==> src/rtl/cmdreg_pkg.sv <==
package cmdreg_pkg;
    localparam int FW = 8;
    localparam logic [FW-1:0] OPC_RD = 8'h03;
    localparam logic [FW-1:0] OPC_WR = 8'h02;

    typedef enum logic [2:0] {
        ST_IDLE,
        ST_OPC,
        ST_ADR,
        ST_WDAT,
        ST_RDAT,
        ST_SKIP
    } fstate_t;
endpackage

==> src/rtl/cmdreg_sync.sv <==
module cmdreg_sync #(
    parameter int           W       = 1,
    parameter logic [W-1:0] RST_VAL = '0
) (
    input  logic         clk,
    input  logic         rst_n,
    input  logic [W-1:0] d_async,
    output logic [W-1:0] q
);
    logic [W-1:0] meta_q;
    logic [W-1:0] sync_q;

    always_ff @(posedge clk or negedge rst_n) begin
        if (!rst_n) begin
            meta_q <= RST_VAL;
            sync_q <= RST_VAL;
        end else begin
            meta_q <= d_async;
            sync_q <= meta_q;
        end
    end

    assign q = sync_q;
endmodule

==> src/rtl/cmdreg_regfile.sv <==
module cmdreg_regfile #(
    parameter int NUM_REGS = 8,
    parameter int DW       = 16
) (
    input  logic          clk,
    input  logic          rst_n,
    input  logic          we_i,
    input  logic [7:0]    wadr_i,
    input  logic [DW-1:0] wdat_i,
    input  logic [7:0]    radr_i,
    output logic [DW-1:0] rdat_o
);
    localparam int          IDX_W = (NUM_REGS > 1) ? $clog2(NUM_REGS) : 1;
    localparam logic [8:0]  LIM   = 9'(NUM_REGS);

    logic [NUM_REGS*DW-1:0] regs_w;

    for (genvar g = 0; g < NUM_REGS; g++) begin : g_reg
        logic [DW-1:0] r_q;
        always_ff @(posedge clk or negedge rst_n) begin
            if (!rst_n) begin
                r_q <= '0;
            end else if (we_i && ({1'b0, wadr_i} == 9'(g))) begin
                r_q <= wdat_i;
            end
        end
        assign regs_w[g*DW +: DW] = r_q;
    end

    logic [IDX_W-1:0] ridx;
    assign ridx = radr_i[IDX_W-1:0];

    always_comb begin
        rdat_o = '0;
        if ({1'b0, radr_i} < LIM) begin
            rdat_o = regs_w[ridx*DW +: DW];
        end
    end


    regs_hold_chk: assert property (@(posedge clk) disable iff (!rst_n)
        !we_i |=> $stable(regs_w));


    oor_write_chk: assert property (@(posedge clk) disable iff (!rst_n)
        (we_i && ({1'b0, wadr_i} >= LIM)) |=> $stable(regs_w));
endmodule

==> src/rtl/cmdreg_holdoff.sv <==
module cmdreg_holdoff #(
    parameter int HOLD_CYCLES = 1250
) (
    input  logic clk,
    input  logic rst_n,
    input  logic done_i,
    output logic busy_o
);
    localparam int HW = $clog2(HOLD_CYCLES + 1);

    logic [HW-1:0] hold_q;

    always_ff @(posedge clk or negedge rst_n) begin
        if (!rst_n) begin
            hold_q <= '0;
        end else if (done_i) begin
            hold_q <= HW'(HOLD_CYCLES);
        end else if (hold_q != '0) begin
            hold_q <= hold_q - 1'b1;
        end
    end

    assign busy_o = (hold_q != '0);


    busy_start_chk: assert property (@(posedge clk) disable iff (!rst_n)
        done_i |=> (busy_o && hold_q == HW'(HOLD_CYCLES)));


    busy_count_chk: assert property (@(posedge clk) disable iff (!rst_n)
        (busy_o && !done_i) |=> (hold_q == $past(hold_q) - 1'b1));
endmodule

==> src/rtl/cmdreg_fsm.sv <==
module cmdreg_fsm
    import cmdreg_pkg::*;
#(
    parameter int DW = 16
) (
    input  logic          clk,
    input  logic          rst_n,
    input  logic          sck_s,
    input  logic          cs_n_s,
    input  logic          mosi_s,
    input  logic          busy_i,
    input  logic [DW-1:0] rdat_i,
    output logic [7:0]    radr_o,
    output logic          we_o,
    output logic [7:0]    wadr_o,
    output logic [DW-1:0] wdat_o,
    output logic          done_o,
    output logic          miso_o
);
    localparam int            CW       = $clog2(DW);
    localparam logic [CW-1:0] LAST_FLD = CW'(FW - 1);
    localparam logic [CW-1:0] LAST_DAT = CW'(DW - 1);

    fstate_t st_q, st_d;

    logic          sck_p;
    logic [CW-1:0] cnt_q;
    logic [DW-2:0] sh_q;
    logic [FW-1:0] op_q;
    logic [FW-1:0] adr_q;
    logic [DW-1:0] tx_q;
    logic          miso_q;

    logic          rise, fall;
    logic [FW-1:0] byte_in;
    logic [DW-1:0] word_in;
    logic          fld_end, dat_end;

    assign rise    = sck_s & ~sck_p;
    assign fall    = ~sck_s & sck_p;
    assign byte_in = {sh_q[FW-2:0], mosi_s};
    assign word_in = {sh_q, mosi_s};
    assign fld_end = rise && (cnt_q == LAST_FLD);
    assign dat_end = rise && (cnt_q == LAST_DAT);

    // state register
    always_ff @(posedge clk or negedge rst_n) begin
        if (!rst_n) st_q <= ST_IDLE;
        else        st_q <= st_d;
    end

    // next state
    always_comb begin
        st_d = st_q;
        unique case (st_q)
            ST_IDLE: if (!cs_n_s) st_d = busy_i ? ST_SKIP : ST_OPC;
            ST_OPC:  if (fld_end)
                         st_d = (byte_in == OPC_RD || byte_in == OPC_WR) ? ST_ADR : ST_SKIP;
            ST_ADR:  if (fld_end) st_d = (op_q == OPC_WR) ? ST_WDAT : ST_RDAT;
            ST_WDAT: if (dat_end) st_d = ST_SKIP;
            ST_RDAT: if (dat_end) st_d = ST_SKIP;
            ST_SKIP: st_d = ST_SKIP;
            default: st_d = ST_IDLE;
        endcase
        if (cs_n_s) st_d = ST_IDLE;
    end

    // datapath and outputs
    always_ff @(posedge clk or negedge rst_n) begin
        if (!rst_n) begin
            sck_p  <= 1'b0;
            cnt_q  <= '0;
            sh_q   <= '0;
            op_q   <= '0;
            adr_q  <= '0;
            tx_q   <= '0;
            miso_q <= 1'b0;
        end else begin
            sck_p <= sck_s;
            if (st_d != st_q) cnt_q <= '0;
            else if (rise)    cnt_q <= cnt_q + 1'b1;
            if (rise) sh_q <= word_in[DW-2:0];
            if (st_q == ST_OPC && fld_end) op_q <= byte_in;
            if (st_q == ST_ADR && fld_end) begin
                adr_q  <= byte_in;
                tx_q   <= rdat_i;
                miso_q <= 1'b0;
            end else if (st_q == ST_RDAT && fall) begin
                miso_q <= tx_q[DW-1];
                tx_q   <= {tx_q[DW-2:0], 1'b0};
            end
        end
    end

    always_comb begin
        radr_o = byte_in;
        wadr_o = adr_q;
        wdat_o = word_in;
        done_o = !cs_n_s && dat_end && (st_q == ST_WDAT || st_q == ST_RDAT);
        we_o   = done_o && (st_q == ST_WDAT);
        miso_o = (st_q == ST_RDAT) && miso_q;
    end


    cs_release_chk: assert property (@(posedge clk) disable iff (!rst_n)
        cs_n_s |=> (st_q == ST_IDLE));


    busy_block_chk: assert property (@(posedge clk) disable iff (!rst_n)
        (st_q == ST_IDLE && !cs_n_s && busy_i) |=> (st_q == ST_SKIP));


    wr_opcode_chk: assert property (@(posedge clk) disable iff (!rst_n)
        (st_q == ST_WDAT) |-> (op_q == OPC_WR));


    rd_opcode_chk: assert property (@(posedge clk) disable iff (!rst_n)
        (st_q == ST_RDAT) |-> (op_q == OPC_RD));


    skip_quiet_chk: assert property (@(posedge clk) disable iff (!rst_n)
        (st_q == ST_SKIP) |-> (!miso_o && !we_o));
endmodule

==> src/rtl/cmdreg_slave.sv <==
module cmdreg_slave #(
    parameter int NUM_REGS    = 8,
    parameter int HOLD_CYCLES = 1250
) (
    input  logic clk,
    input  logic rst_n,
    input  logic sck,
    input  logic cs_n,
    input  logic mosi,
    output logic miso,
    output logic busy
);
    localparam int DW = 16;

    logic          sck_s, cs_n_s, mosi_s;
    logic          we, done;
    logic [7:0]    radr, wadr;
    logic [DW-1:0] wdat, rdat;

    cmdreg_sync #(.W(3), .RST_VAL(3'b010)) u_sync (
        .clk     (clk),
        .rst_n   (rst_n),
        .d_async ({sck, cs_n, mosi}),
        .q       ({sck_s, cs_n_s, mosi_s})
    );

    cmdreg_fsm #(.DW(DW)) u_fsm (
        .clk    (clk),
        .rst_n  (rst_n),
        .sck_s  (sck_s),
        .cs_n_s (cs_n_s),
        .mosi_s (mosi_s),
        .busy_i (busy),
        .rdat_i (rdat),
        .radr_o (radr),
        .we_o   (we),
        .wadr_o (wadr),
        .wdat_o (wdat),
        .done_o (done),
        .miso_o (miso)
    );

    cmdreg_regfile #(.NUM_REGS(NUM_REGS), .DW(DW)) u_rf (
        .clk    (clk),
        .rst_n  (rst_n),
        .we_i   (we),
        .wadr_i (wadr),
        .wdat_i (wdat),
        .radr_i (radr),
        .rdat_o (rdat)
    );

    cmdreg_holdoff #(.HOLD_CYCLES(HOLD_CYCLES)) u_hold (
        .clk    (clk),
        .rst_n  (rst_n),
        .done_i (done),
        .busy_o (busy)
    );
endmodule

==> config.mk <==
export PLATFORM = sky130hd
export DESIGN_NAME = cmdreg_slave
export DESIGN_NICKNAME = d
export VERILOG_FILES = /design/src/rtl/cmdreg_pkg.sv /design/src/rtl/cmdreg_sync.sv /design/src/rtl/cmdreg_regfile.sv /design/src/rtl/cmdreg_holdoff.sv /design/src/rtl/cmdreg_fsm.sv /design/src/rtl/cmdreg_slave.sv
export SDC_FILE = /design/constraint.sdc
export NUM_CORES = 1
export LEC_CHECK = 0
export CAP_MARGIN = 5
export CORE_UTILIZATION = 51
export DETAILED_ROUTE_END_ITERATION = 10
export GPL_TIMING_DRIVEN = 0
export PLACE_DENSITY = 0.67
export SKIP_LAST_GASP = 1
export SLEW_MARGIN = 10
export SYNTH_ARGS = -nofsm -noshare
export SYNTH_HDL_FRONTEND = slang
export SYNTH_HIERARCHICAL = 1
export SYNTH_SLANG_ARGS = --single-unit
==> constraint.sdc <==
create_clock -name clk -period 3.4 [get_ports clk]
set_input_delay 0.68 -clock clk [delete_from_list [all_inputs] [get_ports clk]]
set_output_delay 0.68 -clock clk [all_outputs]
set_load 0.02 [all_outputs]
==> metrics.csv, run 1 <==
metric;value;unit
outcome;completed;
Port Buf Inserts;6;
fraction of layout cells with a size suffix above 1;35.5;%
relative slew slack;33.8;%
clock tree sinks;201;
Post-Place Cells;952;
maximum clock rate;310;MHz
flops & latches, synth;201;
P per Cell Area;517;nW/um^2
Routability Congestion;0.764;
via count;5897;
synth warn;6;
DR WL/cell;20.9;um
Hold Slack;0.0577;ns
Critical Path Sink Type;primary output;
die width;138;um
Seq pwr share;49.0;%
vias in the first global route;6356;
Rows;49;
Avg Vias per Cell;5.92;
Mapped Cells;715;
crit path max fanout;6;
Post-Layout Cell Count;996;
antenna-violating nets left;0;
fin crit period;3.23;ns
final setup vio count;0;
placed wire-length estimate;13.8;mm
clock skew;0.0105;ns
FFs w/ async S/R, synth;100;%
WP data arrival;2.55;ns
Die ar.;19100;sq um
Tot GR Track Use;22.4;%
Leakage;5.27;nW
CTS clk-pin slew, worst paths;0.06;ns
CTS H-tree lvls;1;
Pwr Total;5.47;mW
Die Ht;138;um
ANT cells;0;
Synth Flop Type;dfrtp_1;
peak supply drop;0.332;mV
Netlist Area Pre-Place;9470;sq um
Min-Delay Path Class;input pin to async pin;
synthesis-to-layout area growth;11.7;%
Fin. Hold Viols;0;
worst slew pin tran;0.994;ns
largest net degree at the start of global routing;86;
IO Count;7;
Setup TNS;0;ns
wire length of the first global-routing pass;33.8;mm
total grt overflow;0;
Sw Ratio;26.7;%
max-cap violations;0;
total CTS buffers;23;
Post-synth EDFFs;0;
RSZ-0062 raised after global routing;false;
CTS Root Cell;clkbuf_16;
initial antenna violation count;0;
TritonRoute pass-1 iters;4;
DR DRC count;0;
Cell variety after synth;59;
CP startpoint kind;flip-flop;
CP Class;flip-flop to primary output;
Starting DRT DRC Count;252;
Core ar.;18100;sq um
nets;759;
P_sw;1.46;mW
Internal;4.01;mW
fin crit share;94.9;%
max-slew violation count;0;
fin util;58.5;%
Synth Net Count;722;
CTS Hold Bufs;0;
Worst-Skew Late Latency;0.51;ns
combinational power share;10.4;%
TritonCTS clock tree;built;
CTS Buffer Depth;3;
Critical Path RT;2.72;ns
power share of the clock group;40.6;%
Seq/Total Area, Yosys;53.1;%
wirelength, routed;20.8;mm
Synth Area per Inst;13.2;sq um
Initial Util;52.4;%
-- layout by cell type, fill, tap and decap left out, types with 3 or more instances in the layout --
master           count
o22ai_1             17
nand2b_1             7
mux2_2             171
clkbuf_1            27
nor2b_1              3
a22o_1              16
dfrtp_1            199
nand2_1             26
nor2_1              22
buf_1                5
buf_6                4
nand3_1              6
or3b_1               3
or4_1                4
xor2_1               4
buf_4               13
nor3b_1              3
a21oi_1              7
o21ai_0             22
buf_2               13
nor4_1               5
mux2_4              20
inv_1                6
clkdlybuf4s50_1      4
mux2i_1             50
xnor2_1              5
clkbuf_16           23
nor3_1              24
nand3b_1             3
-- power by group through the flow --
stage	registers, mW	logic, mW	clock network [mW]
after CTS	2.68	0.570	2.28
after detailed placement	2.72	0.569	0
after global placement	2.71	0.549	0
after floorplan	2.63	0.376	0
after global routing	2.70	0.612	2.37
final	2.68	0.569	2.22
-- per-layer routing --
metal  global-route usage, %  vias up  share of wire (%)
met4                    9.11        0                3.7
met2                    37.7      104                 48
met3                    3.19       61                3.1
met5                       0        -                  0
li1                        -     2695                  -
met1                    29.5     3037                 45
-- cell families (layout without fill, tap and decap cells) --
logic type / count (synthesis) / in the layout / share of synthesized area (%)
buffers and inverters: 55 / 107 / 3.37
flip-flops: 201 / 201 / 53.1
AO/OA/AOI/OAI: 75 / 75 / 5.51
multiplexers: 241 / 241 / 28.8
AND/OR/NAND/NOR: 132 / 132 / 8.10
XOR/XNOR: 9 / 9 / 0.832
adder cells (fa/ha/maj): 2 / 2 / 0.264
-- worst paths after layout --
| check | startpoint | end | slack, ns | depth (start not counted) |
|---|---|---|---|---|
| max | u_hold/hold_q[1] | busy | 0.17 | 6 |
| min | rst_n | u_fsm/tx_q[9] | 0.06 | 1 |
| min reg2reg | u_sync/meta_q[2] | u_sync/q[2] | 0.35 | 0 |
| max in group asynchronous | rst_n | u_rf/g_reg[2].r_q[0] | 2.24 | 3 |
| min in group clk | u_sync/meta_q[2] | u_sync/q[2] | 0.35 | 0 |
| max reg2reg | u_fsm/cnt_q[0] | u_rf/g_reg[7].r_q[14] | 0.25 | 8 |
-- layout make-up --
class | count | area (sq um)
Timing Repair Buffer | 12 | 149
Sequential cell | 201 | 5030
Fill cell | 1417 | 7510
Clock buffer | 37 | 648
Clock inverter | 3 | 18.8
Multi-Input combinational cell | 459 | 4120
Buffer | 49 | 298
Tap cell | 229 | 287
Inverter | 6 | 22.5
-- state kept, by name, indices dropped and copies added, names as in the netlist --
name           flops
u_sync/meta_q      3
u_fsm/op_q         8
u_hold/hold_q     11
u_fsm/wadr_o       8
u_fsm/tx_q        16
u_fsm/sh_q        15
u_fsm/sck_p        1
u_fsm/miso_q       1
u_rf/g.r_q       128
u_fsm/cnt_q        4
u_sync/q           3
u_fsm/st_q         3
-- worst max-delay path: stages (launching register included) --
cell and delay [ns]:
dfrtp_1 0.40, inv_1 0.09, ha_1 0.20, or3b_2 0.51
or3_4 0.39, buf_6 0.14, dlygate4sd2_1 0.32
-- synth_stat cells (all sizes together) (4+ instances only) --
library cell  number  area [sq um]
xor2               4          35.0
nand2b             7          43.8
nor2              22          82.6
nand3              7          35.0
nor3b              4          35.0
buf               33           236
inv                6          22.5
nor3              28           173
o22ai             17           106
mux2i             50           500
nor4               5          31.3
dfrtp            199          4980
o21ai             22           110
or3b               4          35.0
nand2             26          97.6
xnor2              5          43.8
a22o              16           140
or4                6          52.6
mux2             191          2230
a21oi              7          35.0
clkbuf            16          60.1
-- stage by stage --
step / setup WS [ns] / instance area (sq um)
6_report: 0.173 / 10600
5_1_grt: 0.0488 / 10600
4_1_cts: 0.146 / 10500
3_5_place_dp: 0.177 / 9880
3_3_place_gp: -6.27 / 9820
2_1_floorplan: 1.00 / 9470
-- repair_timing --
action                     4_1_cts  5_1_grt
pin swaps                        0        1
setup buffers                    0        4
setup endpoints to repair        1       20
resized for setup                1        3
Note: power is estimated with default switching activity, not from simulation.
==> run 2, diff against run 1 <==
Settings changed: CORE_UTILIZATION 51 to 47, GPL_ROUTABILITY_DRIVEN from default to 0, PLACE_DENSITY 0.67 to default.
==> metrics.csv, run 2 (synthesis gave the netlist of run 1 again) <==
metric;value;unit
outcome;completed;
Hold Slack;0.0770;ns
total CTS buffers;22;
DR DRC count;0;
max-cap violations;0;
Critical Path RT;2.72;ns
CTS Root Cell;clkbuf_16;
wirelength, routed;20.9;mm
total grt overflow;0;
CP startpoint kind;flip-flop;
CTS H-tree lvls;1;
Die Ht;144;um
Core ar.;19600;sq um
max reg flops;128;
relative slew slack;32.5;%
placed wire-length estimate;14.0;mm
TritonRoute pass-1 iters;4;
wire length of the first global-routing pass;33.5;mm
fin util;54.1;%
TritonCTS clock tree;built;
crit path max fanout;6;
P per Cell Area;519;nW/um^2
Top Registers;u_rf/g.r_q x128, u_fsm/tx_q x16, u_fsm/sh_q x15;
Die ar.;20700;sq um
fin crit period;3.27;ns
peak supply drop;0.335;mV
CTS Hold Bufs;0;
maximum clock rate;306;MHz
commonest non-fill, non-tap cell in the layout;dfrtp_1;
fin crit share;96.2;%
Rows;51;
most frequent cells in the layout;dfrtp_1, mux2_2, mux2i_1, nand2_1, nor3_1;
Min-Delay Path Class;input pin to async pin;
CTS Buffer Depth;3;
Worst Setup SP;u_hold/hold_q[0];
Fin. Hold Viols;0;
clock skew;0.0121;ns
Initial Util;48.3;%
Starting DRT DRC Count;262;
Post-Place Cells;988;
initial antenna violation count;0;
die width;144;um
vias in the first global route;6189;
Port Buf Inserts;6;
nets;754;
antenna-violating nets left;0;
Post-Layout Cell Count;1023;
fraction of layout cells with a size suffix above 1;35.8;%
worst slew pin tran;1.01;ns
CTS clk-pin slew, worst paths;0.06;ns
Top reg by flops;u_rf/g.r_q;
RSZ-0062 raised after global routing;true;
max-slew violation count;0;
Tot GR Track Use;21.3;%
clock tree sinks;201;
CP Class;flip-flop to primary output;
IO Count;7;
synthesis-to-layout area growth;11.9;%
setup bufs post-CTS;0;
WP data arrival;2.59;ns
via count;5791;
post-CTS sizing;1;
ANT cells;0;
largest net degree at the start of global routing;83;
FF-to-FF Start;u_fsm/cnt_q[0];
Worst-Skew Late Latency;0.50;ns
DR WL/cell;20.4;um
Avg Vias per Cell;5.66;
Pwr Total;5.50;mW
Leakage;5.26;nW
Setup TNS;0;ns
final setup vio count;0;
Critical Path Sink Type;primary output;
## run 2: cell count changes in the layout (fill, tap and decap cells not counted), sizes merged
cell / delta
buf: -4
clkbuf: -6
clkinv: +1
clkinvlp: +1
inv: -1
## run 2: per-stage QoR
| stage | instance area, sq um | setup WS (ns) |
|---|---|---|
| 3_5_place_dp | 9920 | 0.185 |
| 4_1_cts | 10600 | 0.124 |
| 2_1_floorplan | 9470 | 1.00 |
| 6_report | 10600 | 0.130 |
| 5_1_grt | 10600 | -0.0306 |
| 3_3_place_gp | 9860 | -6.35 |
## run 2: worst paths after layout
path	cells after the start	endpoint	slack (ns)
max	6	busy	0.13
min	1	u_fsm/tx_q[10]	0.08
max reg2reg	8	u_rf/g_reg[0].r_q[1]	0.14
min reg2reg	0	u_sync/q[2]	0.35
max in group asynchronous	2	u_rf/g_reg[6].r_q[0]	2.58
min in group clk	0	u_sync/q[2]	0.35
## run 2: per-layer routing
metal	part of all wire, %	global-route usage [%]	vias to the layer above
li1	-	-	2669
met1	45	27.7	2998
met2	49	36.7	86
met3	3.0	2.93	38
met4	2.5	6.72	0
met5	0	0	-
## run 2: critical path, cell delays in order (launching register included)
cell and delay, ns:
dfrtp_1 0.42, inv_1 0.08, ha_1 0.21, or3b_2 0.53, or3_4 0.39, buf_6 0.14, dlygate4sd2_1 0.31
## run 2: final cells by class
class | instances | area (sq um)
Tap cell | 265 | 332
Inverter | 6 | 22.5
Sequential cell | 201 | 5030
Multi-Input combinational cell | 459 | 4120
Buffer | 49 | 298
Clock inverter | 4 | 22.5
Clock buffer | 31 | 656
Fill cell | 1658 | 8990
Timing Repair Buffer | 8 | 119
## run 2: where the power goes
group          leakage (nW)  internal (mW)  switching (mW)  total [mW]
combinational          2.16          0.240           0.324       0.565
sequential             2.76           2.47           0.210        2.68
clock                 0.335           1.33           0.920        2.25
==> run 3, diff against run 2 <==
Settings changed: CORE_UTILIZATION 47 to 35.
==> metrics.csv, run 3 (synthesis gave the netlist of run 1 again) <==
metric;value;unit
crit path max fanout;6;
met1 GRT Util;21.2;%
clock tree sinks;201;
CTS Buffer Depth;3;
wire length of the first global-routing pass;32.0;mm
TritonCTS clock tree;built;
P_sw;1.50;mW
Sw Ratio;26.3;%
Avg Vias per Cell;5.08;
P per Cell Area;531;nW/um^2
max-slew violation count;0;
fin crit share;94.6;%
placed wire-length estimate;12.8;mm
CP startpoint kind;flip-flop;
clock skew;0.0168;ns
DR DRC count;0;
Top reg by flops;u_rf/g.r_q;
Leakage;5.28;nW
Critical Path Sink Type;primary output;
Port Buf Inserts;6;
Setup TNS;0;ns
wirelength, routed;19.0;mm
vias in the first global route;5808;
WP data arrival;2.54;ns
setup bufs post-CTS;0;
Rows;59;
max-cap violations;0;
synthesis-to-layout area growth;13.3;%
via count;5568;
Core ar.;26300;sq um
total grt overflow;0;
routing usage on met2;22.2;%
Worst-Skew Late Latency;0.52;ns
Die ar.;27700;sq um
maximum clock rate;311;MHz
Critical Path RT;2.72;ns
nets;754;
largest net degree at the start of global routing;108;
GRT met3 Usage;1.90;%
final setup vio count;0;
combinational power share;9.9;%
total CTS buffers;23;
CTS Root Cell;clkbuf_16;
antenna-violating nets left;0;
fin crit period;3.22;ns
die width;166;um
CP Class;flip-flop to primary output;
Initial Util;36.0;%
relative slew slack;45.6;%
Tot GR Track Use;14.3;%
Top Registers;u_rf/g.r_q x128, u_fsm/tx_q x16, u_fsm/sh_q x15;
Fin. Hold Viols;0;
CTS H-tree lvls;1;
TritonRoute pass-1 iters;4;
most used routing layer;met2;
peak supply drop;0.352;mV
IO Count;7;
power share of the clock group;42.8;%
Post-Layout Cell Count;1096;
commonest non-fill, non-tap cell in the layout;dfrtp_1;
Internal;4.20;mW
initial antenna violation count;0;
Starting DRT DRC Count;234;
ANT cells;0;
fraction of layout cells with a size suffix above 1;35.2;%
CTS clk-pin slew, worst paths;0.06;ns
max reg flops;128;
Seq pwr share;47.3;%
Min-Delay Path Class;input pin to async pin;
worst slew pin tran;0.816;ns
fillers;2496;
most frequent cells in the layout;dfrtp_1, mux2_2, mux2i_1, nand2_1;
Die Ht;166;um
DR WL/cell;17.3;um
Post-Place Cells;1057;
RSZ-0062 raised after global routing;false;
outcome;completed;
[run 3: power by group through the flow]
stage / clock (mW) / combinational [mW] / sequential [mW]
floorplan: 0 / 0.376 / 2.63
global placement: 0 / 0.557 / 2.74
detailed placement: 0 / 0.570 / 2.74
CTS: 2.51 / 0.571 / 2.70
global route: 2.60 / 0.625 / 2.72
finish: 2.44 / 0.565 / 2.69
[run 3: layout make-up]
class	count	area [sq um]	area share, %
plain buffers	49	297	2.76
clock buffers	35	661	6.16
clock inverters	4	85.1	0.793
inverters	6	22.5	0.210
multi-input cells	459	4120	38.4
flip-flops and latches	201	5030	46.9
well taps	335	419	3.91
repair buffers	7	91.3	0.852
[run 3: worst paths after layout]
| path | cells past startpoint | slack (ns) | start | end |
|---|---|---|---|---|
| setup / recovery | 6 | 0.18 | u_hold/hold_q[0] | busy |
| hold / removal | 1 | 0.22 | rst_n | u_rf/g_reg[0].r_q[11] |
| setup reg to reg | 8 | 0.27 | u_fsm/cnt_q[0] | u_rf/g_reg[0].r_q[3] |
| hold reg to reg | 0 | 0.35 | u_sync/meta_q[2] | u_sync/q[2] |
| max in group asynchronous | 2 | 2.24 | rst_n | u_rf/g_reg[7].r_q[0] |
| min in group clk | 0 | 0.35 | u_sync/meta_q[2] | u_sync/q[2] |
[run 3: timing repair]
item                                    in CTS  in global routing
resized for setup                            1                  0
hold buffers                                 0                  0
endpoints found under the setup margin       1                  0
endpoints found under the hold margin        0                  0
[run 3: layer usage]
| layer | vias to the layer above | routed length [um] | part of all wire [%] |
|---|---|---|---|
| met3 | 22 | 679 | 3.6 |
| li1 | 2670 | - | - |
| met5 | - | 0 | 0 |
| met4 | 0 | 240 | 1.3 |
| met1 | 2811 | 9490 | 50 |
| met2 | 65 | 8570 | 45 |
[run 3: stage by stage]
step | total power, mW | utilization, % | setup WS, ns | hold WS [ns] | cell area [sq um]
floorplan | 3.01 | - | 1.00 | 0.331 | 9470
finish | 5.70 | 40.8 | 0.184 | 0.224 | 10700
global placement | 3.30 | 37.9 | -7.03 | 0.336 | 9950
global route | 5.95 | 40.8 | 0.0186 | 0.272 | 10700
detailed placement | 3.31 | 38.0 | 0.266 | 0.335 | 9980
CTS | 5.78 | 40.8 | 0.163 | 0.261 | 10700
[run 3: worst max-delay path, stage by stage (launching register included)]
cell,delay (ns)
dfrtp_1,0.42
inv_1,0.07
ha_1,0.19
or3b_2,0.51
or3_4,0.38
buf_6,0.14
dlygate4sd2_1,0.31
